===== src/rtl/bxcvr_pkg.sv =====
package bxcvr_pkg;

    typedef enum logic [1:0] {
        SRC_A_DIRECT = 2'd0,
        SRC_LATCH    = 2'd1
    } bsrc_e;

    typedef struct packed {
        logic  b_on;       // B side pulls allowed
        bsrc_e b_src;      // word that feeds B
        logic  transp;     // latch follows A each clock
        logic  cap_ok;     // latch edge capture permitted
        logic  arb_ok;     // arbitration snapshot permitted
        logic  a_rd_latch; // A shows stored word
        logic  a_rd_bus;   // A shows inverted B bus
    } ctl_t;

    function automatic logic b_enabled(input logic hi, input logic lo);
        return hi & ~lo;
    endfunction

    function automatic ctl_t decode(input logic hi, input logic lo,
                                    input logic sel, input logic le,
                                    input logic arb_n);
        ctl_t c;
        c.b_on       = b_enabled(hi, lo);
        c.b_src      = (sel | ~le) ? SRC_A_DIRECT : SRC_LATCH;
        c.transp     = ~sel & ~le;
        c.cap_ok     = ~sel;
        c.arb_ok     = ~c.b_on & sel & le;
        c.a_rd_latch = ~sel & le;
        c.a_rd_bus   = ~c.b_on & sel & arb_n;
        return c;
    endfunction

endpackage


===== src/rtl/bxcvr_edge.sv =====
module bxcvr_edge (
    input  logic clk,
    input  logic rst,
    input  logic lat_en,
    input  logic arb_req_n,
    output logic le_rise,
    output logic arb_fall
);
    logic le_q;
    logic arb_q;

    // Reset values chosen so no false edge appears right after reset.
    always_ff @(posedge clk) begin
        if (rst) begin
            le_q  <= 1'b1;
            arb_q <= 1'b0;
        end else begin
            le_q  <= lat_en;
            arb_q <= arb_req_n;
        end
    end

    assign le_rise  = lat_en & ~le_q;
    assign arb_fall = ~arb_req_n & arb_q;

    a_r5_one_rise: assert property (@(posedge clk) disable iff (rst)
        le_rise |=> !le_rise);
    a_r9_one_fall: assert property (@(posedge clk) disable iff (rst)
        arb_fall |=> !arb_fall);
endmodule


===== src/rtl/bxcvr_store.sv =====
module bxcvr_store #(
    parameter int WIDTH = 9
) (
    input  logic             clk,
    input  logic             rst,
    input  logic [WIDTH-1:0] a_in,
    input  logic [WIDTH-1:0] b_in,
    input  logic             transp,
    input  logic             cap_ok,
    input  logic             le_rise,
    input  logic             arb_ok,
    input  logic             arb_fall,
    output logic [WIDTH-1:0] latch_q
);
    logic do_arb;
    logic do_a;

    assign do_arb = arb_ok & arb_fall;
    assign do_a   = transp | (cap_ok & le_rise);

    always_ff @(posedge clk) begin
        if (rst)         latch_q <= '1;
        else if (do_arb) latch_q <= b_in;
        else if (do_a)   latch_q <= a_in;
    end

    a_r1_reset_ones: assert property (@(posedge clk)
        rst |=> latch_q == '1);
    a_r9_snapshot: assert property (@(posedge clk) disable iff (rst)
        (arb_ok && arb_fall) |=> latch_q == $past(b_in));
    a_r6_hold: assert property (@(posedge clk) disable iff (rst)
        (!transp && !le_rise && !arb_fall) |=> $stable(latch_q));
endmodule


===== src/rtl/bxcvr_drive.sv =====
module bxcvr_drive
    import bxcvr_pkg::*;
#(
    parameter int WIDTH = 9
) (
    input  ctl_t             ctl,
    input  logic             a_oe,
    input  logic [WIDTH-1:0] a_in,
    input  logic [WIDTH-1:0] b_in,
    input  logic [WIDTH-1:0] latch_q,
    output logic [WIDTH-1:0] b_pull,
    output logic [WIDTH-1:0] a_out,
    output logic             a_drive,
    output logic [WIDTH-1:0] mon_pull
);
    logic [WIDTH-1:0] src;

    always_comb begin
        src = (ctl.b_src == SRC_LATCH) ? latch_q : a_in;
        // A bit of 1 pulls the line low: the bus carries inverted data.
        b_pull = ctl.b_on ? src : '0;
    end

    always_comb begin
        a_drive = a_oe & (ctl.a_rd_latch | ctl.a_rd_bus);
        if (ctl.a_rd_latch) a_out = latch_q;
        else                a_out = ~b_in;
    end

    // A stored 0 pulls the monitor line low.
    for (genvar i = 0; i < WIDTH; i++) begin : g_mon
        assign mon_pull[i] = ~latch_q[i];
    end

    always_comb begin
        if (!a_oe) a_r11_a_released: assert (!a_drive);
    end
endmodule


===== src/rtl/bxcvr_latch.sv =====
module bxcvr_latch
    import bxcvr_pkg::*;
#(
    parameter int WIDTH = 9
) (
    input  logic             clk,
    input  logic             rst,
    input  logic [WIDTH-1:0] a_in,
    input  logic [WIDTH-1:0] b_in,
    input  logic             b_en_hi,
    input  logic             b_en_lo,
    input  logic             lat_sel,
    input  logic             a_oe,
    input  logic             lat_en,
    input  logic             arb_req_n,
    output logic [WIDTH-1:0] b_pull,
    output logic [WIDTH-1:0] a_out,
    output logic             a_drive,
    output logic [WIDTH-1:0] mon_pull
);
    ctl_t             ctl;
    logic             le_rise;
    logic             arb_fall;
    logic [WIDTH-1:0] latch_q;

    assign ctl = decode(b_en_hi, b_en_lo, lat_sel, lat_en, arb_req_n);

    bxcvr_edge u_edge (
        .clk       (clk),
        .rst       (rst),
        .lat_en    (lat_en),
        .arb_req_n (arb_req_n),
        .le_rise   (le_rise),
        .arb_fall  (arb_fall)
    );

    bxcvr_store #(.WIDTH(WIDTH)) u_store (
        .clk      (clk),
        .rst      (rst),
        .a_in     (a_in),
        .b_in     (b_in),
        .transp   (ctl.transp),
        .cap_ok   (ctl.cap_ok),
        .le_rise  (le_rise),
        .arb_ok   (ctl.arb_ok),
        .arb_fall (arb_fall),
        .latch_q  (latch_q)
    );

    bxcvr_drive #(.WIDTH(WIDTH)) u_drive (
        .ctl      (ctl),
        .a_oe     (a_oe),
        .a_in     (a_in),
        .b_in     (b_in),
        .latch_q  (latch_q),
        .b_pull   (b_pull),
        .a_out    (a_out),
        .a_drive  (a_drive),
        .mon_pull (mon_pull)
    );

    a_r2_b_released: assert property (@(posedge clk) disable iff (rst)
        !(b_en_hi && !b_en_lo) |-> b_pull == '0);
    a_r10_mon_matches_b: assert property (@(posedge clk) disable iff (rst)
        (!lat_sel && lat_en && b_en_hi && !b_en_lo) |-> b_pull == ~mon_pull);
    a_r7_read_back: assert property (@(posedge clk) disable iff (rst)
        (!lat_sel && lat_en && a_oe) |-> (a_drive && a_out == ~mon_pull));
endmodule


===== config.mk =====
export PLATFORM = sky130hd
export DESIGN_NAME = bxcvr_latch
export DESIGN_NICKNAME = d
export VERILOG_FILES = /design/src/rtl/bxcvr_pkg.sv /design/src/rtl/bxcvr_edge.sv /design/src/rtl/bxcvr_store.sv /design/src/rtl/bxcvr_drive.sv /design/src/rtl/bxcvr_latch.sv
export SDC_FILE = /design/constraint.sdc
export NUM_CORES = 1
export LEC_CHECK = 0
export ABC_AREA = 1
export CORE_MARGIN = 5
export CORE_UTILIZATION = 39
export DETAILED_ROUTE_END_ITERATION = 8
export PLACE_DENSITY = 0.85
export SYNTH_ARGS = -nofsm -noshare
export SYNTH_HDL_FRONTEND = slang
export SYNTH_SLANG_ARGS = --single-unit

===== constraint.sdc =====
create_clock -name clk -period 1.75 [get_ports clk]
set_clock_uncertainty 0.05 [all_clocks]
set_input_delay 0.175 -clock clk [delete_from_list [all_inputs] [get_ports clk]]
set_output_delay 0.175 -clock clk [all_outputs]
set_load 0.05 [all_outputs]

==> out/metrics.yaml <==
final_layout:
  syn_to_final_growth_pct: 101.8
  drive_above_1_share_pct: 26.96
  antenna_cells: 0
  fin_nets: 231
  fillers: 121
  fin_area_mm2: 0.001697
yosys:
  synth.distinct_cells: 18
  synth.area.top_cells: "dfxtp_1, nand2_1, nand3_1"
  synth_area_leader_cell: "dfxtp_1"
  yosys_warnings: 0
  syn_inst: 142
  syn_area_per_cell_um2: 5.921
  synth_top_area_share_pct: 26.19
  synth-seq-cells: 11
  synthesis.nets: 168
  yosysSeqAreaShare_pct: 26.19
  syn-cell-area_um2: 840.8
run:
  maxCapViolCount: 0
worst_setup_path:
  required_ns: 1.52
  critPathTopFamily: "buffers and inverters"
  critPathBufInv: 2
  worstPathCellList: "inv_1, clkdlybuf4s50_1"
  path_max_fanout: 3
  cp-start-kind: "flip-flop"
  path_class: "flip-flop to output port"
  slowest_stage: "clkdlybuf4s50_1"
  slowest_delay_ns: 0.80
  worst_setup_path_end_kind: "output port"
  arrival_ns: 1.47
clocking:
  post_cts_buffers: 0
  hold_buffers: 0
  htreeDepth: 1
  cts_buffer_depth: 2
  cts_made_buffers: 3
  clkLatencyLatePin_ns: 0.27
  cts_root_buf: "clkbuf_4"
  clock_sinks: 11
  clk_pin_slew_ns: 0.07
  cts_tree: "built"
timing:
  drv_slew: 0
  setup_violations: 0
  timing.final.crit_period_ns: 1.693
  rsz0062_at_grt: "no"
  tightest_slew_ns: 0.5084
  setup_ws_ns: 0.05730
  fin_crit_sh_pct: 96.73
  fmax_mhz: 590.8
  slew_headroom_pct: 66.00
  hold_viol: 0
routing:
  vias_per_cell: 5.502
  via_count: 1271
  wl_per_cell_um: 16.10
  ant_nets: 0
  drt_pre_antenna_iters: 5
  route.detailed.drc: 0
  drt_iter0_drc: 55
  drt_wl_total_um: 3718
pwr:
  p_int_uw: 605.9
  pwr_density_cell_mw_per_mm2: 617.8
  switching_power_uw: 442.3
  p_leak_uw: 0.0008193
  power_frac_seq_pct: 27.2
  p_clk_share_pct: 17.6
  pwr-share-comb_pct: 55.1
  swShare_pct: 42.20
  vdd_drop_max_mv: 0.4684
floorplan:
  dieHeight_um: 56.43
  io_pins: 54
  row_count: 16
  start_util_pct: 42.00
  die_w_um: 56.43
  dieArea_mm2: 0.003184
  core_mm2: 0.002002
place:
  dp_hpwl_um: 2634
  placed_cell_area_mm2: 0.001615
  gp_congestion: 0.8482
  port_buffers: 53
  dpl_worst_slack_ns: -0.1044
global_route:
  antenna_found_initial: 0
  grt_pass1_vias: 1281
  gr-total-overflow: 0
  track_usage_pct: 22.88
  grt_pass1_wl_um: 5927
  grt_max_degree: 19
worst_hold_path:
  hold_path.class: "input port to flip-flop"
status:
  outcome: "complete, no violations"
==> cell usage in the layout (no fill, tap or decap) <==
cell and n:
o21ai_0 6, clkdlybuf4s50_1 31, clkinv_2 1, clkbuf_4 3, inv_1 20, dfxtp_1 11, inv_2 2, buf_12 19
or2_2 1, buf_4 10, clkbuf_1 1, clkinv_4 1, nor2_4 1, a21oi_1 1, nand2_1 37, nor2_1 1
a21boi_1 1, nand2_2 3, clkinv_1 1, o21ai_1 12, nand3_1 27, a21oi_2 9, nand2_4 3, buf_6 1
nand3_2 1
==> kinds of logic after synthesis <==
group	count (synthesis)	synth area share, %
simple gates	74	41.67
compound gates	29	17.56
buf+inv	28	14.58
flops	11	26.19
==> power groups by stage <==
stage,registers [µW],logic [µW],clock network (µW)
6_report,286,578,185
5_1_grt,288,603,194
4_1_cts,285,569,180
3_5_place_dp,291,555,0
3_3_place_gp,289,543,0
2_1_floorplan,286,282,0
==> worst paths after layout <==
check                      from                 end  slack [ns]  depth (start not counted)
max          u_store.latch_q[1]         mon_pull[1]        0.06                          2
min                         rst        u_edge.arb_q        0.44                          2
max reg2reg        u_edge.arb_q  u_store.latch_q[1]        0.63                          5
min reg2reg  u_store.latch_q[3]  u_store.latch_q[3]        0.47                          2
==> cell usage after synthesis <==
cell type,count
or2_2,1
clkinv_1,1
o21ai_1,6
nand2_1,38
nand3_2,1
inv_2,2
buf_6,2
dfxtp_1,11
o21ai_0,12
nor2_4,1
nand3_1,27
buf_2,2
a21boi_0,1
nand2_4,2
nand2_2,3
a21oi_1,10
inv_1,21
nor2_1,1
==> metrics by stage <==
stage                     instances  utilization, %  TNS, ns  hold slack (ns)  power [µW]
after floorplan                 142               -  -0.3548           0.1974       568.6
after global placement          226           80.69        0           0.4508       832.3
after detailed placement        226           80.69  -0.6252           0.4565       845.4
after CTS                       230           84.00        0           0.4494        1035
after global routing            231           84.75        0           0.4677        1085
final                           231           84.75        0           0.4447        1048
==> worst reg2reg max path, delay by kind of cell (launching register included) <==
kind            cells  cell delay, ns
compound gates      1            0.20
buf+inv             1            0.20
flops               1            0.33
simple gates        3            0.28
==> state kept, by name, indices dropped and copies added (netlist names) <==
name and count:
u_edge.le_q 1, u_store.latch_q 9, u_edge.arb_q 1
==> repair_timing <==
action                                 in CTS  in global routing
setup endpoints to repair                  13                 19
gates cloned                                0                  1
resized for setup                          13                  8
endpoints found under the hold margin       0                  0
==> final cells by class <==
class	instances	area, µm²	share of cell area, %
inverter	24	95.09	5.605
timing repair inverter	1	5.005	0.2950
tap	27	33.78	1.991
clock buffer	4	26.28	1.549
sequential	11	220.2	12.98
multi-input combinational	103	539.3	31.78
timing repair buffer	61	777.0	45.80
==> per-layer routing <==
layer | GRT usage (%) | vias to the layer above | share of wire (%)
met5 | 0 | - | 0
met2 | 41.25 | 96 | 50
met4 | 7.119 | 0 | 1.9
li1 | - | 585 | -
met1 | 25.99 | 580 | 37
met3 | 5.734 | 10 | 11
Power figures use the tool's default switching activity.
